**src/rtl/mdio_pkg.sv**
```systemverilog
package mdio_pkg;
    localparam int CMD_W     = 32;
    localparam int PRE_LEN   = 32;
    localparam int FRAME_LEN = PRE_LEN + CMD_W;
    localparam int DATA_W    = 16;
    localparam int TA_MSB    = 17;
    localparam int DIV_W     = 6;
    localparam int DIV_LSB   = 1;
    localparam int REG_AW    = 2;
    localparam int EVT_DONE_BIT = 0;

    localparam logic [REG_AW-1:0] RA_CMD   = 2'd0;
    localparam logic [REG_AW-1:0] RA_SPEED = 2'd1;
    localparam logic [REG_AW-1:0] RA_EVENT = 2'd2;

    localparam logic [1:0] OPC_READ = 2'b10;

    typedef enum logic {SH_IDLE, SH_RUN} sh_state_e;

    typedef struct packed {
        logic [1:0]  st;
        logic [1:0]  op;
        logic [4:0]  phy;
        logic [4:0]  regn;
        logic [1:0]  ta;
        logic [15:0] data;
    } mgmt_cmd_t;

    function automatic logic cmd_is_read(input mgmt_cmd_t c);
        return c.op == OPC_READ;
    endfunction
endpackage

```
**src/rtl/mdio_clkgen.sv**
```systemverilog
module mdio_clkgen #(
    parameter int DIVW = mdio_pkg::DIV_W
) (
    input  logic            clk,
    input  logic            rst,
    input  logic            run,
    input  logic [DIVW-1:0] div,
    output logic            mdc,
    output logic            rise,
    output logic            fall
);
    logic [DIVW-1:0] cnt_q;
    logic            mdc_q;
    logic            wrap;

    // half period reached: count+1 has met the divisor
    assign wrap = run && (({1'b0, cnt_q} + (DIVW+1)'(1)) >= {1'b0, div});
    assign rise = wrap && !mdc_q;
    assign fall = wrap && mdc_q;
    assign mdc  = mdc_q;

    always_ff @(posedge clk) begin
        if (rst || !run) begin
            cnt_q <= '0;
            mdc_q <= 1'b0;
        end else if (wrap) begin
            cnt_q <= '0;
            mdc_q <= ~mdc_q;
        end else begin
            cnt_q <= cnt_q + DIVW'(1);
        end
    end
endmodule

```
**src/rtl/mdio_shifter.sv**
```systemverilog
module mdio_shifter import mdio_pkg::*; #(
    parameter int FRAME = FRAME_LEN,
    parameter int PRE   = PRE_LEN,
    parameter int CAPW  = DATA_W
) (
    input  logic            clk,
    input  logic            rst,
    input  logic            start,
    input  logic            rise,
    input  logic            fall,
    input  mgmt_cmd_t       cmd,
    input  logic            mdio_in,
    output logic            busy,
    output logic            mdio_out,
    output logic            mdio_oe,
    output logic            done,
    output logic [CAPW-1:0] cap
);
    localparam int IDX_W   = $clog2(FRAME);
    localparam int CIW     = $clog2(CMD_W);
    localparam int LAST    = FRAME - 1;
    localparam int TA_IDX  = PRE + (CMD_W - 1 - TA_MSB);
    localparam int DAT_IDX = FRAME - CAPW;

    sh_state_e        state_q;
    logic [IDX_W-1:0] idx_q;
    logic             done_q;
    logic [CAPW-1:0]  cap_q;

    logic [IDX_W-1:0] pos;
    logic [CMD_W-1:0] cmd_bits;
    logic             bit_now;
    logic             is_rd;
    logic             released;

    always_comb begin
        cmd_bits = cmd;
        pos      = IDX_W'(LAST) - idx_q;
        bit_now  = (idx_q < IDX_W'(PRE)) ? 1'b1 : cmd_bits[pos[CIW-1:0]];
        is_rd    = cmd_is_read(cmd);
        released = is_rd && (idx_q >= IDX_W'(TA_IDX));
    end

    assign busy     = (state_q == SH_RUN);
    assign mdio_oe  = busy && !released;
    assign mdio_out = busy && !released && bit_now;
    assign done     = done_q;
    assign cap      = cap_q;

    always_ff @(posedge clk) begin
        if (rst) begin
            state_q <= SH_IDLE;
            idx_q   <= '0;
            done_q  <= 1'b0;
            cap_q   <= '0;
        end else begin
            done_q <= 1'b0;
            case (state_q)
                SH_IDLE: begin
                    if (start) begin
                        state_q <= SH_RUN;
                        idx_q   <= '0;
                        cap_q   <= '0;
                    end
                end
                SH_RUN: begin
                    if (rise && is_rd && idx_q >= IDX_W'(DAT_IDX))
                        cap_q <= {cap_q[CAPW-2:0], mdio_in};
                    if (fall) begin
                        if (idx_q == IDX_W'(LAST)) begin
                            state_q <= SH_IDLE;
                            done_q  <= 1'b1;
                        end else begin
                            idx_q <= idx_q + IDX_W'(1);
                        end
                    end
                end
                default: state_q <= SH_IDLE;
            endcase
        end
    end
endmodule

```
**src/rtl/mdio_regs.sv**
```systemverilog
module mdio_regs import mdio_pkg::*; #(
    parameter int AW   = REG_AW,
    parameter int DIVW = DIV_W,
    parameter int CAPW = DATA_W
) (
    input  logic             clk,
    input  logic             rst,
    input  logic             wr_en,
    input  logic [AW-1:0]    wr_addr,
    input  logic [CMD_W-1:0] wr_data,
    input  logic [AW-1:0]    rd_addr,
    output logic [CMD_W-1:0] rd_data,
    input  logic             engaged,
    input  logic             done,
    input  logic [CAPW-1:0]  cap_data,
    output mgmt_cmd_t        cmd_q,
    output logic [DIVW-1:0]  div_q,
    output logic             start,
    output logic             evt_q
);
    logic wr_cmd, wr_speed, wr_event;

    assign wr_cmd   = wr_en && (wr_addr == RA_CMD);
    assign wr_speed = wr_en && (wr_addr == RA_SPEED);
    assign wr_event = wr_en && (wr_addr == RA_EVENT);
    assign start    = wr_cmd && !engaged && (div_q != '0);

    always_ff @(posedge clk) begin
        if (rst) begin
            cmd_q <= '0;
        end else if (wr_cmd && !engaged) begin
            cmd_q <= mgmt_cmd_t'(wr_data);
        end else if (done && cmd_is_read(cmd_q)) begin
            cmd_q.data <= cap_data;
        end
    end

    always_ff @(posedge clk) begin
        if (rst)           div_q <= '0;
        else if (wr_speed) div_q <= wr_data[DIV_LSB +: DIVW];
    end

    always_ff @(posedge clk) begin
        if (rst)                                 evt_q <= 1'b0;
        else if (done)                           evt_q <= 1'b1;
        else if (wr_event && wr_data[EVT_DONE_BIT]) evt_q <= 1'b0;
    end

    always_comb begin
        rd_data = '0;
        case (rd_addr)
            RA_CMD:   rd_data = cmd_q;
            RA_SPEED: rd_data[DIV_LSB +: DIVW] = div_q;
            RA_EVENT: rd_data[EVT_DONE_BIT] = evt_q;
            default:  rd_data = '0;
        endcase
    end
endmodule

```
**src/rtl/mdio_mgmt_ctrl.sv**
```systemverilog
module mdio_mgmt_ctrl import mdio_pkg::*; #(
    parameter int DIVW = DIV_W
) (
    input  logic        clk,
    input  logic        rst,
    input  logic        reg_wr_en,
    input  logic [1:0]  reg_wr_addr,
    input  logic [31:0] reg_wr_data,
    input  logic [1:0]  reg_rd_addr,
    output logic [31:0] reg_rd_data,
    output logic        mdc,
    output logic        mdio_out,
    output logic        mdio_oe,
    input  logic        mdio_in,
    output logic        done
);
    mgmt_cmd_t         cmd_w;
    logic [DIVW-1:0]   div_w;
    logic              start_w, busy_w, done_w, evt_w;
    logic              rise_w, fall_w;
    logic [DATA_W-1:0] cap_w;

    mdio_regs #(.AW(REG_AW), .DIVW(DIVW), .CAPW(DATA_W)) u_regs (
        .clk(clk), .rst(rst),
        .wr_en(reg_wr_en), .wr_addr(reg_wr_addr), .wr_data(reg_wr_data),
        .rd_addr(reg_rd_addr), .rd_data(reg_rd_data),
        .engaged(busy_w | done_w), .done(done_w), .cap_data(cap_w),
        .cmd_q(cmd_w), .div_q(div_w), .start(start_w), .evt_q(evt_w)
    );

    mdio_clkgen #(.DIVW(DIVW)) u_clk (
        .clk(clk), .rst(rst), .run(busy_w), .div(div_w),
        .mdc(mdc), .rise(rise_w), .fall(fall_w)
    );

    mdio_shifter #(.FRAME(FRAME_LEN), .PRE(PRE_LEN), .CAPW(DATA_W)) u_shift (
        .clk(clk), .rst(rst), .start(start_w), .rise(rise_w), .fall(fall_w),
        .cmd(cmd_w), .mdio_in(mdio_in), .busy(busy_w),
        .mdio_out(mdio_out), .mdio_oe(mdio_oe), .done(done_w), .cap(cap_w)
    );

    assign done = done_w;
endmodule


```
**config.mk**
```make
export PLATFORM = sky130hd
export DESIGN_NAME = mdio_mgmt_ctrl
export DESIGN_NICKNAME = d
export VERILOG_FILES = /design/src/rtl/mdio_pkg.sv /design/src/rtl/mdio_clkgen.sv /design/src/rtl/mdio_shifter.sv /design/src/rtl/mdio_regs.sv /design/src/rtl/mdio_mgmt_ctrl.sv
export SDC_FILE = /design/constraint.sdc
export NUM_CORES = 1
export LEC_CHECK = 0
export BUFFER_PORTS_ARGS = -buffer_cell sky130_fd_sc_hd__buf_4
export CAP_MARGIN = 20
export CORE_ASPECT_RATIO = 0.6
export CORE_MARGIN = 2
export CORE_UTILIZATION = 49
export CTS_BUF_LIST = sky130_fd_sc_hd__clkbuf_4 sky130_fd_sc_hd__clkbuf_8
export DETAILED_ROUTE_END_ITERATION = 8
export MAX_ROUTING_LAYER = met4
export PLACE_DENSITY_LB_ADDON = 0.12
export SYNTH_ARGS = -nofsm -noshare
export SYNTH_HDL_FRONTEND = slang
export SYNTH_SLANG_ARGS = --single-unit
```
**constraint.sdc**
```tcl
create_clock -name clk -period 2.8 [get_ports clk]
set_input_delay 0.56 -clock clk [delete_from_list [all_inputs] [get_ports clk]]
set_output_delay 0.56 -clock clk [all_outputs]
set_load 0.005 [all_outputs]
```
Word-level counts from Yosys, hierarchy flattened
Index checks and enable logic that the tools add are counted.
{"block": "op_classes", "shifts": 0, "n_mux": 22, "order_cmp": 5, "n_bitwise": 4, "n_addsub": 4, "mul": 0, "n_eq_ne": 10, "reduce_logical": 29, "div_mod_pow": 0}
{"cell": "16-bit 2-to-1 mux", "n": 4}
{"cell": "16-bit one-hot mux with 2 select lines", "n": 1}
{"cell": "25-bit 2-to-1 mux", "n": 1}
{"cell": "6-bit one-hot mux with 2 select lines", "n": 2}
{"cell": "6-bit 2-to-1 mux", "n": 3}
{"cell": "1-bit logical AND", "n": 15}
{"cell": "6-bit by 1-bit adder with 6-bit output, second input constant", "n": 2}
{"cell": "6-bit >= comparator, second input constant", "n": 2}
{"cell": "1-bit 2-to-1 mux", "n": 8}
{"cell": "2-bit != test, second input constant", "n": 4}
{"cell": "6-bit by 1-bit adder with 7-bit output, second input constant", "n": 1}
{"cell": "7-bit by 6-bit >= comparator with 1-bit output", "n": 1}
{"cell": "2-bit == test, second input constant", "n": 3}
{"cell": "6-bit == test, second input constant", "n": 1}
{"cell": "5-bit by 6-bit less-than comparator with 1-bit output, second input constant", "n": 1}
{"cell": "6-bit less-than comparator, second input constant", "n": 1}
{"cell": "6-bit nonzero test", "n": 1}
{"cell": "1-bit binary-select mux with 5-bit select", "n": 1}
{"cell": "5-bit subtractor, first input constant", "n": 1}
{"cell": "2-bit by 1-bit == test with 1-bit output, second input constant", "n": 2}
{"cell": "1-bit zero test", "n": 4}
{"cell": "2-bit zero test", "n": 2}
{"cell": "1-bit one-hot mux with 2 select lines", "n": 2}
{"cell": "2-bit nonzero test", "n": 2}
{"cell": "other kinds (7)", "n": 9}
{"block": "word_totals", "regBits": 70, "wordCells": 88, "ram_bits": 0, "mem_bits_ro": 0, "mem_count": 0, "out_inout_bits": 36, "latch_bits": 0}

Logic depth before layout (Yosys ltp)
Gate-level depths: netlist of run 1.
{"block": "depth", "word_depth": 8, "mapped_depth": 10, "depth_no_buf": 8}

By module
Synthesis of run 1 repeated with hierarchy kept, for this count alone.
{"block": "unflattened", "hier_cells": 443, "hier_area_um2": 3647.2}
{"module": "mdio_regs", "cells_per_inst": 232, "seq_area_each_um2": 780.7, "area_per_inst_um2": 1840.5, "instances": 1}
{"module": "mdio_shifter", "cells_per_inst": 158, "seq_area_each_um2": 480.5, "area_per_inst_um2": 1325.0, "instances": 1}
{"module": "mdio_clkgen", "cells_per_inst": 52, "seq_area_each_um2": 140.1, "area_per_inst_um2": 475.5, "instances": 1}
{"module": "mdio_mgmt_ctrl", "cells_per_inst": 1, "seq_area_each_um2": 0.0, "area_per_inst_um2": 6.3, "instances": 1}

Worst setup path after synthesis of run 1
Ideal clock, no wire load.
{"block": "synth_timing", "path_type": "register to register", "from": "register u_clk.cnt_q[0]", "to": "register u_shift.cap_q[0] (netlist: u_shift.cap[0])", "period_less_slack_ns": 2.375, "path_slack_ns": 0.425, "stages_incl_launch_ff": 11, "arrival_ns": 2.303, "cell_sequence": "dfxtp_1 ha_1 nand3_2 xnor2_1 ha_1 a21o_1 a211oi_4 a211o_1 buf_6 buf_12 mux2i_1"}
{"block": "synth_via", "elab_chain_cells": 8}
{"item": "start: declaration", "line": "mdio_clkgen.sv:12", "rtl": "logic [DIVW-1:0] cnt_q;"}
{"item": "start signal: assignment", "line": "mdio_clkgen.sv:30", "rtl": "cnt_q <= cnt_q + DIVW'(1);"}
{"item": "6-bit by 1-bit adder with 7-bit output", "line": "mdio_clkgen.sv:17", "rtl": "assign wrap = run && (({1'b0, cnt_q} + (DIVW+1)'(1)) >= {1'b0, div});"}
{"item": "7-bit by 6-bit >= comparator with 1-bit output", "line": "mdio_clkgen.sv:17"}
{"item": "1-bit logical AND", "line": "mdio_clkgen.sv:17"}
{"item": "1-bit logical AND", "line": "mdio_clkgen.sv:18", "rtl": "assign rise = wrap && !mdc_q;"}
{"item": "1-bit logical AND (2 in a row)", "line": "mdio_shifter.sv:67", "rtl": "if (rise && is_rd && idx_q >= IDX_W'(DAT_IDX))"}
{"item": "2-bit != test (no line)"}
{"item": "2-bit AND reduction (no line)"}
{"item": "end signal: assignment", "line": "mdio_shifter.sv:68", "rtl": "cap_q <= {cap_q[CAPW-2:0], mdio_in};"}
{"item": "end: declaration", "line": "mdio_shifter.sv:28", "rtl": "logic [CAPW-1:0] cap_q;"}
Every way passes these cells.
A chain may end at the register's enable or synchronous reset.

Worst setup path in the final report of run 1
{"block": "layout_timing", "from": "register u_shift.idx_q[0]", "to": "output port mdio_out"}
{"block": "layout_via", "elab_chain_cells": 5}
{"item": "start: declaration", "line": "mdio_shifter.sv:26", "rtl": "logic [IDX_W-1:0] idx_q;"}
{"item": "start signal: assignment", "line": "mdio_shifter.sv:74", "rtl": "idx_q <= idx_q + IDX_W'(1);"}
{"item": "5-bit subtractor or 6-bit >= comparator (tied branches)", "line": "mdio_shifter.sv:38, mdio_shifter.sv:41"}
{"item": "1-bit binary-select mux with 5-bit select or 1-bit logical AND (tied branches)", "line": "mdio_shifter.sv:39, mdio_shifter.sv:41"}
{"item": "1-bit 2-to-1 mux (implied by the code) or 1-bit zero test (tied branches)", "line": "mdio_shifter.sv:39, mdio_shifter.sv:46"}
{"item": "1-bit 2-to-1 mux or 1-bit logical AND (tied branches)", "line": "mdio_shifter.sv:39, mdio_shifter.sv:46"}
{"item": "1-bit logical AND (*)", "line": "mdio_shifter.sv:46", "rtl": "assign mdio_out = busy && !released && bit_now;"}
{"item": "end: declaration", "line": "mdio_mgmt_ctrl.sv:12", "rtl": "output logic mdio_out,"}
Every way passes the cells marked *; elsewhere a longest branch is shown, timed or not. The select of a mux whose other input is x is not followed.

==> flow_summary.yaml, run 1 <==
status:
  status: "completed"
die:
  start_util_pct: 51.1
  die_y_um: 71.7
  io_pins: 76
  dieArea_um2: 8380
  row_count: 24
  die_w_um: 117
  core_area_um2: 7330
layout:
  final_nets: 556
  final_cell_mix: "100 x nand2_1, 84 x buf_4, 67 x dfxtp_1, 36 x mux2i_1, 34 x nor2_1"
  layout_commonest_cell: "nand2_1"
  areaGrowthSynthToFinish_pct: 22.0
  drive_gt1_share_pct: 23.6
  nFillCells: 680
  diodes: 0
detailed_routing:
  dr_total_vias: 3384
  antenna_left: 0
  wl_per_cell_um: 16.0
  avgViaCountPerCell: 5.49
  routed_wl_mm: 9.87
  drc_errors: 0
  firstDrtPassIters: 5
  drtIter0Drc: 188
logic_synthesis:
  synth-simple-area-share_pct: 28.8
  synth_area_um2: 3740
  synth_xor_area_share_pct: 0.936
  avgSynthCellArea_um2: 8.42
  yosys.cell_types.count: 50
  synth.net_count: 493
  synth_mux_area_share_pct: 13.5
  synth_compound_area_share_pct: 11.5
  yosysWarnings: 0
  synth_edf_count: 0
  netlist_instances: 445
  synth-main-ff-cell: "dfxtp_1"
  synth_top_family_by_area: "simple AND/OR/NAND/NOR gates"
  ys_ff_latch: 70
  synth_fa_ha_area_share_pct: 2.67
  yosysSeqAreaShare_pct: 37.4
  synthArstFlopShare_pct: 0
pwr:
  clkPwrFrac_pct: 39.0
  powerDensity_nw_per_um2: 445
  combPwrFrac_pct: 9.7
  leakagePower_nw: 1.91
  switchingPower_uw: 487
  seq_power_share_pct: 51.2
  swShare_pct: 23.9
  intPower_mw: 1.55
  vdd_drop_max_v: 0.000328
  p_total_mw: 2.03
clock_tree:
  cts_buffer_depth: 2
  clockRootBuffer: "clkbuf_8"
  post_cts_buffers: 0
  cts_buffers: 9
  cts_tree: "built"
  clock_latency_ns: 0.35
  path_clk_slew_ns: 0.07
  hold_buffers: 0
  cts.sinks: 70
  htree_levels: 3
timing:
  fmax_mhz: 380
  fin_crit_ns: 2.63
  timing.final.crit_share_pct: 94.1
  hold_viol: 0
  rsz0062_at_grt: "no"
  slew_headroom_pct: 48.0
  tns_ns: 0
  final-max-slew-violation-count: 0
  setup_viol: 0
  tightest_slew_ns: 0.779
  skew_ns: 0.00631
critical_path:
  start_kind: "register"
  ff2ff_path_depth: 8
  timing.rr.end: "u_shift.idx_q[0]"
  crit_cells: 6
  cpPeakStageDelay_ns: 0.52
  path_buf_inv: 1
  worst-setup-path-type: "reg2out"
  reg2reg_from: "u_clk.cnt_q[0]"
  r2r_slack_ns: 0.22
  crit_path_max_fanout: 13
  cp.arrival_ns: 2.07
  endpoint: "mdio_out"
  cp.required_ns: 2.24
  cp_slowest_cell: "mux4_2"
  crit_path_end_kind: "primary output"
  crit_family: "compound AO/OA/AOI/OAI gates"
  cp-startpoint: "u_shift.idx_q[0]"
  crit_chain: "mux4_2, o22ai_1, a211oi_1, a31oi_1, nor2b_1, buf_4"
global_routing:
  antenna_found_initial: 0
  grt_max_degree: 46
  grt_pass1_vias: 3244
  overflow: 0
  grt_pass1_wl_mm: 15.9
  grt_usage_pct: 25.5
run:
  drv_cap: 0
hold_path:
  hold_path_class: "in2reg"
  min_path_cells: 3
placement:
  gp_congestion: 0.906
  dp_hpwl_mm: 7.00
  port_buffers: 75
## power groups by stage
stage               Sequential, mW  Combinational [mW]  Clock, mW
floorplan                     1.05               0.111          0
global placement              1.07               0.191          0
detailed placement            1.07               0.196          0
CTS                           1.04               0.197      0.812
global route                  1.04               0.217      0.848
finish                        1.04               0.198      0.793
## through the flow
stage / hold slack [ns] / util [%] / cells / instance area (um^2) / setup slack, ns
after floorplan: 0.439 / - / 445 / 3740 / 0.425
after global placement: 0.449 / 59.4 / 600 / 4350 / 0.297
after detailed placement: 0.454 / 59.5 / 601 / 4360 / 0.217
after CTS: 0.444 / 62.2 / 616 / 4560 / 0.0979
after global routing: 0.452 / 62.3 / 616 / 4570 / 0.00612
final: 0.456 / 62.3 / 616 / 4570 / 0.165
## tightest hold or removal path, delay by kind of cell
| family | cells | cell delay, ns |
|---|---|---|
| buf+inv | 1 | 0.11 |
| compound gates | 1 | 0.05 |
| simple gates | 1 | 0.04 |
## state kept, by name, summed over array words and instances (netlist names)
register,flops
u_clk.cnt_q,6
u_shift.done,1
u_shift.busy,1
u_clk.mdc,1
u_regs.cmd_q,32
u_regs.div_q,6
u_shift.cap,16
u_regs.evt_q,1
u_shift.idx_q,6
## cells in the mapped netlist (all sizes together), types with 8 or more instances
cell type	n	area (um^2)
a311oi	16	140
dfxtp	70	1400
nand3	23	120
ha	8	100
mux2i	36	360
nor2	35	134
and2	26	163
clkbuf	20	75.1
a21oi	25	129
nand2	100	375
buf	13	91.3
## worst min path at each step
stage | slack (ns) | to | start
6_report | 0.46 | u_regs.cmd_q[24] | reg_wr_data[24]
5_1_grt | 0.45 | u_regs.div_q[4] | reg_wr_data[5]
4_1_cts | 0.44 | u_regs.div_q[4] | reg_wr_data[5]
3_5_place_dp | 0.45 | u_regs.cmd_q[31] | u_regs.cmd_q[31]
3_3_place_gp | 0.45 | u_shift.cap[15] | u_shift.cap[15]
2_1_floorplan | 0.44 | u_shift.cap[15] | u_shift.cap[15]
## routing by layer
metal	track usage, %	share of wire (%)
met5	-	0
met1	36.0	48
met3	7.19	8.3
met2	36.0	42
met4	6.54	1.0
## repair_timing
action / 4_1_cts / 5_1_grt
gates resized for setup: 4 / 3
endpoints found under the setup margin: 1 / 2
cloned: 0 / 0
pin swaps: 0 / 1
## layout make-up
class	count	area [um^2]	area share, %
clock buffer	15	194	4.25
multi-input combinational	335	2160	47.2
inverter	7	26.3	0.575
timing repair buffer	85	651	14.2
tap	104	130	2.85
sequential	70	1410	30.9
## cells by family (layout without fill, tap and decap cells)
logic type      count (synthesis)  after routing
compound gates                 59             59
mux                            43             43
flops                          70             70
buf+inv                        40            107
xor+xnor                        4              4
fa+ha+maj                       8              8
simple gates                  221            221
Power figures use the tool's default switching activity.
==> run 2, diff against run 1 <==
Settings changed: SYNTH_HIERARCHICAL set to 1.
==> run 2 against run 1 <==
First-iteration DRC count down 0.53%. Synthesized area down 2.6%. Clock power down 6.8%. Via count down 3.1%. Clock skew up 0.0020 ns. Global-route usage down 1.2 points. Sequential power about the same. Hold slack worse by 0.012 ns. Maximum frequency down 0.36%.
==> flow_summary.yaml, run 2 <==
clock_tree:
  clockRootBuffer: "clkbuf_8"
  path_clk_slew_ns: 0.07
  clock_latency_ns: 0.36
  cts_buffer_depth: 2
  cts_tree: "built"
  cts_buffers: 9
  htree_levels: 3
  cts.sinks: 70
die:
  die_y_um: 70.8
  io_pins: 76
  start_util_pct: 50.4
  row_count: 24
  dieArea_um2: 8170
  die_w_um: 115
  core_area_um2: 7240
layout:
  finalInstanceArea_um2: 4430
  final_cell_mix: "82 x buf_4, 72 x nand2_1, 69 x dfxtp_1, 52 x a21oi_1, 41 x nor2_1"
  nFillCells: 656
  diodes: 0
  drive_gt1_share_pct: 23.2
  final_nets: 556
  top_register: "u_regs/cmd_q"
  layout_commonest_cell: "buf_4"
  final_cells: 617
  areaGrowthSynthToFinish_pct: 21.4
  largest_register_ffs: 32
global_routing:
  grt_max_degree: 63
  grt_pass1_vias: 3025
  grt_pass1_wl_mm: 15.1
  antenna_found_initial: 0
  overflow: 0
  grt_usage_pct: 24.3
logic_synthesis:
  synth_area_um2: 3650
  ys_top_cells_by_count: "72 x nand2_1, 70 x dfxtp_1, 52 x a21oi_1, 41 x nor2_1, 28 x mux2i_1"
  yosysSeqAreaShare_pct: 38.4
  yosys.cell_types.count: 50
  synth-main-ff-cell: "dfxtp_1"
  synthArstFlopShare_pct: 0
  synth.area.top_cells: "dfxtp_1 38%, mux2i_1 7.7%, nand2_1 7.4%, a21oi_1 7.1%, and2_1 4.3%"
  ys_ff_latch: 70
  avgSynthCellArea_um2: 8.23
  synth.net_count: 491
  post-synth-top-count-cell: "nand2_1"
  netlist_instances: 443
  synth_edf_count: 0
  yosys.area.top_type_share_pct: 38.4
  synth_top_area_cell: "dfxtp_1"
  yosysWarnings: 6
detailed_routing:
  antenna_left: 0
  drtIter0Drc: 187
  avgViaCountPerCell: 5.31
  drc_errors: 0
  firstDrtPassIters: 4
  wl_per_cell_um: 15.0
  routed_wl_mm: 9.25
  dr_total_vias: 3279
timing:
  fmax_mhz: 378
  skew_ns: 0.00832
  tightest_slew_ns: 0.764
  fin_crit_ns: 2.64
  timing.final.crit_share_pct: 94.4
  hold_viol: 0
  setup_ws_ns: 0.156
  timing.hold.ws_ns: 0.444
  slew_headroom_pct: 48.9
  final-max-slew-violation-count: 0
  setup_viol: 0
run:
  drv_cap: 0
placement:
  port_buffers: 75
  placed_cells: 600
  gp_congestion: 0.898
  dp_hpwl_mm: 6.56
  post_dp_cell_area_um2: 4230
  place_worst_setup_slack_ns: 0.0868
pwr:
  vdd_drop_max_v: 0.000211
  powerDensity_nw_per_um2: 445
  leakagePower_nw: 1.76
critical_path:
  start_kind: "register"
  worst-setup-path-type: "reg2reg"
  cp.arrival_ns: 2.89
  crit_path_end_kind: "register"
  crit_path_max_fanout: 8
  crit_chain: "ha_2, nand3_1, xnor2_1, ha_1, a21o_1, a21oi_2, nand3_2, and3_1, nand2_1, a41oi_4, o2111ai_2, xor2_1, nor2_1"
  cp.required_ns: 3.05
  cp_slowest_cell: "dfxtp_2"
  cpPeakStageDelay_ns: 0.38
hold_path:
  hold_path_class: "in2reg"
status:
  status: "completed"
## run 2: cell count changes in the layout (fill, tap and decap cells not counted), sizes merged, moves of 4 or more
cell and change:
nor2 +10, nor3b -6, mux2i -8, a311oi -16, a21oi +29, a211oi +13
mux4 -5, nand2b -4, nand2 -28, a22oi +4
## run 2: cells by family after synthesis
kind of cell | count (synthesis) | share of synthesized area (%)
flops | 70 | 38.4
mux | 29 | 8.30
fa+ha+maj | 8 | 2.74
buf+inv | 37 | 5.63
xor+xnor | 8 | 2.13
simple gates | 203 | 27.8
compound gates | 88 | 15.0
## run 2: critical path: cells and delay by family (launching register included)
kind | cells | cell delay (ns)
adder cells (fa/ha/maj) | 2 | 0.49
AO/OA/AOI/OAI | 4 | 0.70
XOR/XNOR | 2 | 0.36
flip-flops | 1 | 0.38
AND/OR/NAND/NOR | 5 | 0.59
## run 2: routing by layer
| layer | routed length (um) | track usage, % | share of wire (%) |
|---|---|---|---|
| met1 | 4570 | 35.3 | 49 |
| met2 | 3940 | 34.0 | 43 |
| met4 | 64 | 5.22 | 0.69 |
| met5 | 0 | - | 0 |
| met3 | 677 | 6.00 | 7.3 |
## run 2: layout make-up
cell class / instances / area, um^2 / area share (%)
multi-input cells: 336 / 2050 / 46.4
flip-flops and latches: 70 / 1400 / 31.7
repair buffers: 83 / 636 / 14.4
clock buffers: 12 / 153 / 3.45
well taps: 104 / 130 / 2.94
inverters: 8 / 30.0 / 0.678
clock inverters: 4 / 22.5 / 0.509
## run 2: path summary, 6_finish.rpt
kind / cells after the start / startpoint / slack (ns) / to
max: 13 / u_clk/cnt_q[0] / 0.16 / u_shift/idx_q[5]
max reg2reg: 13 / u_clk/cnt_q[0] / 0.16 / u_shift/idx_q[5]
min: 3 / reg_wr_data[27] / 0.44 / u_regs/cmd_q[27]
min reg2reg: 2 / u_regs/cmd_q[17] / 0.47 / u_regs/cmd_q[17]
## run 2: report_power, final
part           internal (mW)  switching [mW]  total (mW)
Combinational         0.0927          0.0966       0.189
Clock                  0.361           0.378       0.739
Sequential              1.02          0.0216        1.04
Total                   1.47           0.496        1.97
## run 2: what timing repair did
action,in CTS,in global routing
endpoints found under the setup margin,0,18
setup buffers,0,1
resized for setup,0,4
hold buffers,0,0
## run 2: per-stage QoR
stage	total power, mW	TNS (ns)	util (%)
CTS	1.98	0	60.9
floorplan	1.16	0	-
finish	1.97	0	61.2
global route	2.05	-0.0958	61.2
detailed placement	1.25	0	58.5
global placement	1.25	0	58.5
